[src/rtl/cmd_exp_pkg.sv]
// Shared encodings for the command word method expander.
// Assumes a 32-bit command word with the opcode in the top three bits.
package cmd_exp_pkg;
    typedef enum logic [2:0] {
        OP_GRP0   = 3'd0,
        OP_INC    = 3'd1,
        OP_GRP2   = 3'd2,
        OP_NONINC = 3'd3,
        OP_IMM    = 3'd4,
        OP_ONCE   = 3'd5,
        OP_RSV6   = 3'd6,
        OP_RSV7   = 3'd7
    } op_e;

    typedef enum logic [1:0] {
        TGT_REG = 2'd0,
        TGT_ENG = 2'd1,
        TGT_MAC = 2'd2
    } tgt_e;

    // Field positions inside a header word
    localparam int OP_LSB    = 29;
    localparam int CNT_LSB   = 16;
    localparam int SUB_LSB   = 13;
    localparam int ADDR_LSB  = 0;
endpackage

[src/rtl/cmd_hdr_fields.sv]
// Splits a command word into header fields and classifies the opcode.
// Purely combinational; assumes the word is only meaningful as a header
// when the burst tracker reports count zero.
module cmd_hdr_fields
    import cmd_exp_pkg::*;
#(
    parameter int WORD_W   = 32,
    parameter int METHOD_W = 12,
    parameter int SUBCH_W  = 3,
    parameter int COUNT_W  = 13
) (
    input  logic [WORD_W-1:0]   word,
    output op_e                 op,
    output logic [METHOD_W-1:0] addr,
    output logic [SUBCH_W-1:0]  subch,
    output logic [COUNT_W-1:0]  count,
    output logic                is_burst,
    output logic                is_imm
);
    // Field extraction and opcode class
    always_comb begin
        op       = op_e'(word[OP_LSB +: 3]);
        addr     = word[ADDR_LSB +: METHOD_W];
        subch    = word[SUB_LSB +: SUBCH_W];
        count    = word[CNT_LSB +: COUNT_W];
        is_burst = (op == OP_INC) || (op == OP_NONINC) || (op == OP_ONCE);
        is_imm   = (op == OP_IMM);
    end
endmodule

[src/rtl/cmd_burst_track.sv]
// Holds burst state (method, subchannel, remaining count, increment mode)
// and forms the pending write for the word on the input.
// Assumes 'accept' is high only on a completed input handshake.
module cmd_burst_track
    import cmd_exp_pkg::*;
#(
    parameter int WORD_W   = 32,
    parameter int METHOD_W = 12,
    parameter int SUBCH_W  = 3,
    parameter int COUNT_W  = 13
) (
    input  logic                clk,
    input  logic                rst_n,
    input  logic                word_valid,
    input  logic [WORD_W-1:0]   word,
    input  logic                accept,
    input  op_e                 h_op,
    input  logic [METHOD_W-1:0] h_addr,
    input  logic [SUBCH_W-1:0]  h_subch,
    input  logic [COUNT_W-1:0]  h_count,
    input  logic                h_burst,
    input  logic                h_imm,
    output logic                wr_req,
    output logic [METHOD_W-1:0] wr_method,
    output logic [SUBCH_W-1:0]  wr_subch,
    output logic [WORD_W-1:0]   wr_data,
    output logic                wr_last
);
    logic [COUNT_W-1:0]  remain;
    logic [METHOD_W-1:0] cur_meth;
    logic [SUBCH_W-1:0]  cur_sub;
    logic                hold_addr;
    logic                once_mode;
    logic                busy;

    assign busy = (remain != '0);

    // Pending write: data word in a burst, or an immediate header
    always_comb begin
        wr_req    = word_valid && (busy || h_imm);
        wr_method = busy ? cur_meth : h_addr;
        wr_subch  = busy ? cur_sub  : h_subch;
        wr_data   = busy ? word : WORD_W'(h_count);
        wr_last   = busy ? (remain == COUNT_W'(1)) : 1'b1;
    end

    // Burst state update on each accepted word
    always_ff @(posedge clk) begin
        if (!rst_n) begin
            remain    <= '0;
            cur_meth  <= '0;
            cur_sub   <= '0;
            hold_addr <= 1'b0;
            once_mode <= 1'b0;
        end else if (accept) begin
            if (busy) begin
                remain <= remain - COUNT_W'(1);
                if (!hold_addr) cur_meth <= cur_meth + METHOD_W'(1);
                if (once_mode)  hold_addr <= 1'b1;
            end else if (h_burst) begin
                remain    <= h_count;
                cur_meth  <= h_addr;
                cur_sub   <= h_subch;
                hold_addr <= (h_op == OP_NONINC);
                once_mode <= (h_op == OP_ONCE);
            end
        end
    end


    count_step_chk: assert property (@(posedge clk) disable iff (!rst_n)
        (busy && accept) |=> (remain == $past(remain) - COUNT_W'(1)));


    hold_addr_chk: assert property (@(posedge clk) disable iff (!rst_n)
        (busy && accept && hold_addr) |=> (cur_meth == $past(cur_meth)));


    ignored_op_chk: assert property (@(posedge clk) disable iff (!rst_n)
        (!busy && accept && !h_burst) |=> (remain == '0) && $stable(cur_meth) && $stable(cur_sub));


    reset_state_chk: assert property (@(posedge clk) disable iff (!rst_n)
        $rose(rst_n) |-> (remain == '0));
endmodule

[src/rtl/cmd_write_route.sv]
// Steers a pending write to the register, engine or macro port by method
// address range and reports whether the chosen target takes it this cycle.
// Assumes REG_LIMIT < ENG_LIMIT.
module cmd_write_route
    import cmd_exp_pkg::*;
#(
    parameter int WORD_W     = 32,
    parameter int METHOD_W   = 12,
    parameter int SUBCH_W    = 3,
    parameter int REG_LIMIT  = 'h60,
    parameter int ENG_LIMIT  = 'hE00,
    parameter int MIDX_W     = 7,
    parameter int REG_ADDR_W = $clog2(REG_LIMIT * 4)
) (
    input  logic                  wr_req,
    input  logic [METHOD_W-1:0]   wr_method,
    input  logic [SUBCH_W-1:0]    wr_subch,
    input  logic [WORD_W-1:0]     wr_data,
    input  logic                  wr_last,
    input  logic                  eng_ready,
    input  logic                  mac_ready,
    output logic                  wr_ok,
    output logic                  reg_we,
    output logic [REG_ADDR_W-1:0] reg_addr,
    output logic [WORD_W-1:0]     reg_wdata,
    output logic                  eng_we,
    output logic [SUBCH_W-1:0]    eng_subch,
    output logic [METHOD_W-1:0]   eng_method,
    output logic [WORD_W-1:0]     eng_wdata,
    output logic                  mac_start,
    output logic                  mac_push,
    output logic [MIDX_W-1:0]     mac_index,
    output logic [WORD_W-1:0]     mac_wdata,
    output logic                  mac_last
);
    tgt_e tgt;

    // Range decode of the method address
    always_comb begin
        if (32'(wr_method) < REG_LIMIT)      tgt = TGT_REG;
        else if (32'(wr_method) < ENG_LIMIT) tgt = TGT_ENG;
        else                                 tgt = TGT_MAC;
    end

    // Per-target strobes and payloads
    always_comb begin
        reg_we     = wr_req && (tgt == TGT_REG);
        reg_addr   = REG_ADDR_W'({wr_method, 2'b00});
        reg_wdata  = wr_data;
        eng_we     = wr_req && (tgt == TGT_ENG);
        eng_subch  = wr_subch;
        eng_method = wr_method;
        eng_wdata  = wr_data;
        mac_start  = wr_req && (tgt == TGT_MAC) && !wr_method[0];
        mac_push   = wr_req && (tgt == TGT_MAC) &&  wr_method[0];
        mac_index  = wr_method[MIDX_W:1];
        mac_wdata  = wr_data;
        mac_last   = wr_last;
        case (tgt)
            TGT_ENG: wr_ok = eng_ready;
            TGT_MAC: wr_ok = mac_ready;
            default: wr_ok = 1'b1;
        endcase
    end

    // a write lands on exactly one port
    always_comb begin
        one_target_chk: assert ($onehot0({reg_we, eng_we, mac_start, mac_push}));
    end
endmodule

[src/rtl/cmd_method_expander.sv]
// Top: expands compressed command headers into single method writes and
// routes them by address range. Input ready is withheld while the target
// of the pending write is busy. Assumes registered consumers on all ports.
module cmd_method_expander
    import cmd_exp_pkg::*;
#(
    parameter int WORD_W     = 32,
    parameter int METHOD_W   = 12,
    parameter int SUBCH_W    = 3,
    parameter int COUNT_W    = 13,
    parameter int REG_LIMIT  = 'h60,
    parameter int ENG_LIMIT  = 'hE00,
    parameter int MIDX_W     = 7,
    parameter int REG_ADDR_W = $clog2(REG_LIMIT * 4)
) (
    input  logic                  clk,
    input  logic                  rst_n,
    input  logic                  word_valid,
    input  logic [WORD_W-1:0]     word_data,
    output logic                  word_ready,
    output logic                  reg_we,
    output logic [REG_ADDR_W-1:0] reg_addr,
    output logic [WORD_W-1:0]     reg_wdata,
    output logic                  eng_we,
    input  logic                  eng_ready,
    output logic [SUBCH_W-1:0]    eng_subch,
    output logic [METHOD_W-1:0]   eng_method,
    output logic [WORD_W-1:0]     eng_wdata,
    output logic                  mac_start,
    output logic                  mac_push,
    input  logic                  mac_ready,
    output logic [MIDX_W-1:0]     mac_index,
    output logic [WORD_W-1:0]     mac_wdata,
    output logic                  mac_last
);
    op_e                 h_op;
    logic [METHOD_W-1:0] h_addr;
    logic [SUBCH_W-1:0]  h_subch;
    logic [COUNT_W-1:0]  h_count;
    logic                h_burst, h_imm;
    logic                wr_req, wr_last, wr_ok, accept;
    logic [METHOD_W-1:0] wr_method;
    logic [SUBCH_W-1:0]  wr_subch;
    logic [WORD_W-1:0]   wr_data;

    cmd_hdr_fields #(.WORD_W(WORD_W), .METHOD_W(METHOD_W), .SUBCH_W(SUBCH_W),
                     .COUNT_W(COUNT_W)) u_fields (
        .word(word_data), .op(h_op), .addr(h_addr), .subch(h_subch),
        .count(h_count), .is_burst(h_burst), .is_imm(h_imm));

    cmd_burst_track #(.WORD_W(WORD_W), .METHOD_W(METHOD_W), .SUBCH_W(SUBCH_W),
                      .COUNT_W(COUNT_W)) u_track (
        .clk(clk), .rst_n(rst_n), .word_valid(word_valid), .word(word_data),
        .accept(accept), .h_op(h_op), .h_addr(h_addr), .h_subch(h_subch),
        .h_count(h_count), .h_burst(h_burst), .h_imm(h_imm),
        .wr_req(wr_req), .wr_method(wr_method), .wr_subch(wr_subch),
        .wr_data(wr_data), .wr_last(wr_last));

    cmd_write_route #(.WORD_W(WORD_W), .METHOD_W(METHOD_W), .SUBCH_W(SUBCH_W),
                      .REG_LIMIT(REG_LIMIT), .ENG_LIMIT(ENG_LIMIT),
                      .MIDX_W(MIDX_W), .REG_ADDR_W(REG_ADDR_W)) u_route (
        .wr_req(wr_req), .wr_method(wr_method), .wr_subch(wr_subch),
        .wr_data(wr_data), .wr_last(wr_last), .eng_ready(eng_ready),
        .mac_ready(mac_ready), .wr_ok(wr_ok),
        .reg_we(reg_we), .reg_addr(reg_addr), .reg_wdata(reg_wdata),
        .eng_we(eng_we), .eng_subch(eng_subch), .eng_method(eng_method),
        .eng_wdata(eng_wdata), .mac_start(mac_start), .mac_push(mac_push),
        .mac_index(mac_index), .mac_wdata(mac_wdata), .mac_last(mac_last));

    // Input handshake: hold the word while its write target is busy
    always_comb begin
        word_ready = !wr_req || wr_ok;
        accept     = word_valid && word_ready;
    end


    eng_stall_chk: assert property (@(posedge clk) disable iff (!rst_n)
        (eng_we && !eng_ready) |-> !word_ready);


    mac_stall_chk: assert property (@(posedge clk) disable iff (!rst_n)
        ((mac_start || mac_push) && !mac_ready) |-> !word_ready);
endmodule

[config.mk]
export PLATFORM = sky130hd
export DESIGN_NAME = cmd_method_expander
export DESIGN_NICKNAME = d
export VERILOG_FILES = /design/src/rtl/cmd_exp_pkg.sv /design/src/rtl/cmd_hdr_fields.sv /design/src/rtl/cmd_burst_track.sv /design/src/rtl/cmd_write_route.sv /design/src/rtl/cmd_method_expander.sv
export SDC_FILE = /design/constraint.sdc
export NUM_CORES = 1
export LEC_CHECK = 0
export BUFFER_PORTS_ARGS = -buffer_cell sky130_fd_sc_hd__clkbuf_2
export CAP_MARGIN = 40
export CORE_UTILIZATION = 42
export DETAILED_ROUTE_END_ITERATION = 8
export PLACE_DENSITY = 0.77
export SLEW_MARGIN = 20
export SYNTH_ARGS = -nofsm -noshare
export SYNTH_HDL_FRONTEND = slang
export SYNTH_SLANG_ARGS = --single-unit
export TNS_END_PERCENT = 20
[constraint.sdc]
create_clock -name clk -period 2.6 [get_ports clk]
set_clock_uncertainty 0.15 [all_clocks]
set_input_delay 0 -clock clk [delete_from_list [all_inputs] [get_ports clk]]
set_output_delay 0 -clock clk [all_outputs]
set_load 0.005 [all_outputs]
# After elaboration in Yosys (flattened, before gate mapping)

Cells that the tools add are included.

Bits in registers: 30
Input bits: 37
Output and inout bits: 133
Logic and storage cells: 54

Add/subtract/negate cells: 2
Magnitude comparators: 2
Eq/ne operators: 9
Multiplexer cells: 15
Bitwise gates (word level): 1
Reduce and logical (&&, ||, !) cells: 20

Operator list:

| cell                    | number |
|---|---|
| $mux W12                | 4 |
| $mux W32                | 1 |
| $mux W13                | 2 |
| $eq A13 B1 Y1 const B   | 1 |
| $reduce_bool A13 Y1     | 1 |
| $sub A13 B1 Y13 const B | 1 |
| $add A12 B1 Y12 const B | 1 |
| $lt A12 B12 Y1 const B  | 1 |
| $lt A12 B7 Y1 const B   | 1 |
| $reduce_and A3 Y1       | 3 |
| $logic_and A1 B1 Y1     | 7 |
| $eq A3 B3 Y1 const B    | 2 |
| $logic_or A1 B1 Y1      | 4 |
| $mux W1                 | 4 |
| $mux W2                 | 2 |
| $eq A3 B1 Y1 const B    | 1 |
| $eq A3 B2 Y1 const B    | 1 |
| $mux W3                 | 1 |
| $eq A2 B1 Y1 const B    | 1 |
| $eq A2 B2 Y1 const B    | 1 |
| $logic_not A1 Y1        | 2 |
| $logic_not A2 Y1        | 1 |
| $ne A2 B1 Y1 const B    | 1 |
| $ne A2 B2 Y1 const B    | 1 |
| other kinds (4)         | 4 |

# Logic depth before layout (Yosys ltp)

Depth in word-level cells: 10
Depth in mapped cells: 11
Gate-level depth less buffers: 9

# Hierarchy

A second synthesis with hierarchy kept.

Cells, all modules: 525
Area, all modules: 3693.5 µm²

Modules (own cells, without submodules):

| module              | times used | cells each | area an instance (µm²) | sequential area each (µm²) |
|---|---|---|---|---|
| cmd_burst_track     | 1          | 348        | 2379.8                 | 600.6 |
| cmd_write_route     | 1          | 142        | 1038.5                 | 0.0 |
| cmd_hdr_fields      | 1          | 33         | 252.7                  | 0.0 |
| cmd_method_expander | 1          | 2          | 22.5                   | 0.0 |

# Least setup slack after synthesis

No wires, ideal clock.

Path type: flip-flop to flip-flop
Start point: reg u_track.remain[0]
End point: reg u_track.remain[12]
Library setup time: 115 ps
Arrival time: 2265 ps
Required time: 2335 ps
Slack: 71 ps
Stages on the path, launching flop included: 12
Path buffers: 2
Clock period less this slack: 2529 ps
Cells stage by stage: dfxtp_1 > inv_1 > ha_1 > nor3b_1 > and4_1 > buf_4 > mux2i_1 > a31oi_4 > a21boi_2 > buf_6 > a41oi_1 > o21a_1

Longest elaborated chain between the ends: 10
Elaborated cells between the ends (all ways): 18
Those cells by class: add/sub: 1; order compare: 2; eq/ne: 2; mux: 5; reduce/logical: 8

Ends and longest elaborated chain:

| what                                         | line                      | text |
|---|---|---|
| start: declaration                           | cmd_burst_track.sv:29     | `logic [COUNT_W-1:0] remain;` |
| start signal: assignment                     | cmd_burst_track.sv:57     | `remain <= remain - COUNT_W'(1);` |
| start signal: assignment                     | cmd_burst_track.sv:61     | `remain <= h_count;` |
| $reduce_bool A13 Y1                          | cmd_burst_track.sv:36     | `assign busy = (remain != '0);` |
| $mux W12                                     | cmd_burst_track.sv:41     | `wr_method = busy ? cur_meth : h_addr;` |
| $lt A12 B12 Y1                               | cmd_write_route.sv:41     | `else if (32'(wr_method) < ENG_LIMIT) tgt = TGT_ENG;` |
| $mux W2                                      | cmd_write_route.sv:41     |  |
| $mux W2                                      | cmd_write_route.sv:40     | `if (32'(wr_method) < REG_LIMIT) tgt = TGT_REG;` |
| $eq A2 B2 Y1 or $eq A2 B1 Y1 (tied branches) | cmd_write_route.sv:59     | `case (tgt)` |
| $pmux W1 S2                                  | cmd_write_route.sv:59     |  |
| $logic_or A1 B1 Y1                           | cmd_method_expander.sv:72 | `word_ready = !wr_req \|\| wr_ok;` |
| $logic_and A1 B1 Y1                          | cmd_method_expander.sv:73 | `accept = word_valid && word_ready;` |
| $reduce_and A2 Y1 (no source line)           | --                        |  |

Parallel ways exist; a longest one is shown, timed or not.
A chain may end at the register's enable or synchronous reset.

# Worst setup path after layout

Start point: reg u_track.remain[7]
End point: reg u_track.remain[6]

Longest elaborated chain between the ends: 10
Elaborated cells between the ends (all ways): 17
Those cells by class: order compare: 2; eq/ne: 2; mux: 5; reduce/logical: 8

Ends and longest elaborated chain:

| what                                         | line |
|---|---|
| $reduce_bool A13 Y1 (*)                      | cmd_burst_track.sv:36 |
| $mux W12                                     | cmd_burst_track.sv:41 |
| $lt A12 B12 Y1                               | cmd_write_route.sv:41 |
| $mux W2                                      | cmd_write_route.sv:41 |
| $mux W2                                      | cmd_write_route.sv:40 |
| $eq A2 B2 Y1 or $eq A2 B1 Y1 (tied branches) | cmd_write_route.sv:59 |
| $pmux W1 S2                                  | cmd_write_route.sv:59 |
| $logic_or A1 B1 Y1                           | cmd_method_expander.sv:72 |
| $logic_and A1 B1 Y1                          | cmd_method_expander.sv:73 |
| $reduce_and A2 Y1 (no source line)           | -- |

Mark *: on every way between the ends. The rest lies on a longest branch, timed or not.

==> results_dict.tcl <==
set metrics [dict create \
    cp-end-kind "flop" \
    internal_power_mw 3.25 \
    max_freq_mhz 400 \
    drive_gt1_frac 0.385 \
    grtUsageTotal 0.264 \
    ir_drop_mv 0.803 \
    reg2reg_slack_ns 0.10 \
    ys.flop_type "dfxtp_1" \
    grt_pass1_vias 3512 \
    first_iter_violations 280 \
    outcome "finished clean" \
    vias 3847 \
    syn_area_per_cell_um2 6.74 \
    p_switching_mw 3.37 \
    die-area_um2 8060 \
    whs_ns 0.00141 \
    post-route-period-util 0.961 \
    fin_crit_ns 2.50 \
    cts-root-buf "clkbuf_8" \
    antenna_found_initial 0 \
    synth_commonest_cells "111 x nand2_1, 82 x buf_4, 30 x dfxtp_1, 30 x o21ai_0, 27 x nor2_1" \
    m1WireLength_mm 4.46 \
    worstPathRequired_ns 2.63 \
    die_h_um 89.8 \
    fill_cells 713 \
    grt_max_degree 62 \
    fin_tns_setup_ns 0 \
    clock_latency_ns 0.30 \
    crit_fanout 6 \
    synth_top_area_frac 0.190 \
    synth_cell_type_count 56 \
    clkTransAtPathRegs_ns 0.07 \
    setup_ws_ns 0.102 \
    place_hpwl_mm 7.83 \
    synthToLayoutAreaGrowth_pct 26.6 \
    synthArstFlopShare 0 \
    ys_ff_latch 30 \
    r2r_end "u_track.remain[6]" \
    leakage_nw 2.04 \
    vias_per_cell 5.53 \
    endpoint "u_track.remain[6]" \
    overflow 0 \
    route.detailed.drc 0 \
    sw_frac_of_total 0.510 \
    cts_tree "done" \
    synth_edf_count 0 \
    firstDrtPassIters 5 \
    hp-class "in -> reg" \
    rows 31 \
    ys_seq_area_frac 0.186 \
    htree_levels 2 \
    cp_data_arrival_time_ns 2.53 \
    clock_sinks 30 \
    synth.most_common_cell "nand2_1" \
    worst_pin_slew_ns 1.05 \
    gp_congestion 0.896 \
    path_class "reg -> reg" \
    yosysTopAreaCell "buf_4" \
    crit_start "u_track.remain[7]" \
    power.density_nw_per_um2 1620 \
    syn_area_um2 3230 \
    rsz0062_at_grt "yes" \
    routed_wl_mm 10.7 \
    start_util 0.441 \
    coreArea_um2 7330 \
    synthCells 480 \
    maxUsedRoutingLayer "met4" \
    num_antenna_cells 0 \
    p_comb_frac 0.805 \
    clk_path_buf_depth 2 \
    routedWlPerCell_um 15.4 \
    start_kind "flop" \
    hold_viol 0 \
    dp_worst_setup_slack_ns -0.119 \
    setup_viol 0 \
    clock_power_share 0.073 \
    ant_nets 0 \
    p_seq_frac 0.122 \
    cts_buffers 5 \
    ys_top_cells_by_area "buf_4 19%, dfxtp_1 19%, nand2_1 13%, o21ai_0 4.6%, and2_1 4.4%" \
    cap_viol_max_count 0 \
    io_pins 170 \
    r2r_start "u_track.remain[7]" \
    final_nets 637 \
    grt_pass1_wl_mm 17.4 \
    wl_met3_um 917 \
    port_buffers 167 \
    fin_cells 696 \
    die_x_um 89.8 \
    met2_length_mm 5.10 \
    r2r_cells 8 \
    timing.slew.headroom 0.296 \
    maxSlewViolCount 0 \
    yosysWarningCount 0 \
    placed_cells 664 \
    final_util 0.559 \
]
==> flip-flops by register name, summed over array words and instances (netlist names) <==
name and cells:
u_track.cur_meth 12, u_track.hold_addr 1, u_track.remain 13, u_track.cur_sub 3, u_track.once_mode 1
==> critical path, cell delays in order, from the launching register on <==
cell and delay (ns):
dfxtp_1 0.36, nor4_4 0.39, and4_4 0.33, mux2i_4 0.28
a31oi_4 0.18, o21a_4 0.20, buf_12 0.14, o311ai_0 0.29
a21oi_1 0.07
==> how the worst min path moves through the flow <==
stage	from	end	slack, ns	cells after the start
after floorplan	word_data[10]	eng_method[10]	-0.06	2
after global placement	word_data[14]	u_track.cur_sub[1]	0.12	3
after detailed placement	word_data[14]	u_track.cur_sub[1]	0.14	3
after CTS	word_data[29]	u_track.once_mode	0.002	5
after global routing	word_data[22]	u_track.remain[6]	0.00005	3
final	word_data[22]	u_track.remain[6]	0.001	3
==> logic make-up after synthesis <==
group	synth area share
buffers and inverters	0.237
muxes	0.00619
AOI/OAI and AO/OA	0.212
other	0.00116
DFF	0.186
adders and majority gates	0.0155
and+or+nand+nor	0.343
==> power groups by stage <==
stage | clock [mW] | sequential, mW | combinational [mW]
final | 0.486 | 0.808 | 5.32
after global routing | 0.516 | 0.831 | 5.84
after CTS | 0.490 | 0.789 | 5.08
after global placement | 0 | 0.789 | 4.89
after floorplan | 0 | 0.738 | 3.91
after detailed placement | 0 | 0.796 | 4.96
==> timing repair <==
item / 4_1_cts / 5_1_grt
buffers inserted: 0 / 4
hold endpoints to repair: 17 / 0
resized for setup: 6 / 18
hold buffers: 19 / 0
setup endpoints to repair: 33 / 33
pin swaps: 0 / 3
cloned: 1 / 0
==> metrics by stage <==
step                      area (µm²)  total power, mW
after floorplan                 3240             4.65
after global placement          3650             5.67
after detailed placement        3650             5.76
after CTS                       3980             6.35
after global routing            4100             7.18
final                           4100             6.62
==> cells in the final DEF, fill, tap and decap left out, types with 16 or more instances in the layout <==
cell type / count
clkbuf_2: 167
nor2_1: 26
a21oi_1: 23
buf_4: 25
and2_1: 23
o21ai_0: 29
dlygate4sd3_1: 19
nand2_1: 111
dfxtp_1: 29
nand3_1: 16
==> routing by layer <==
layer,vias up,GRT usage
met5,-,0
met4,0,0.0915
met3,35,0.0457
met2,253,0.448
met1,1763,0.335
li1,1796,-
==> layout make-up <==
cell class	count	area [µm²]	share of cell area
clock inverter	3	40.0	0.00978
sequential	30	602	0.147
tap	99	124	0.0302
multi-input combinational	339	1970	0.482
timing repair buffer	214	1260	0.309
inverter	6	22.5	0.00550
clock buffer	5	68.8	0.0168
Note: power is estimated with default switching activity, not from simulation.
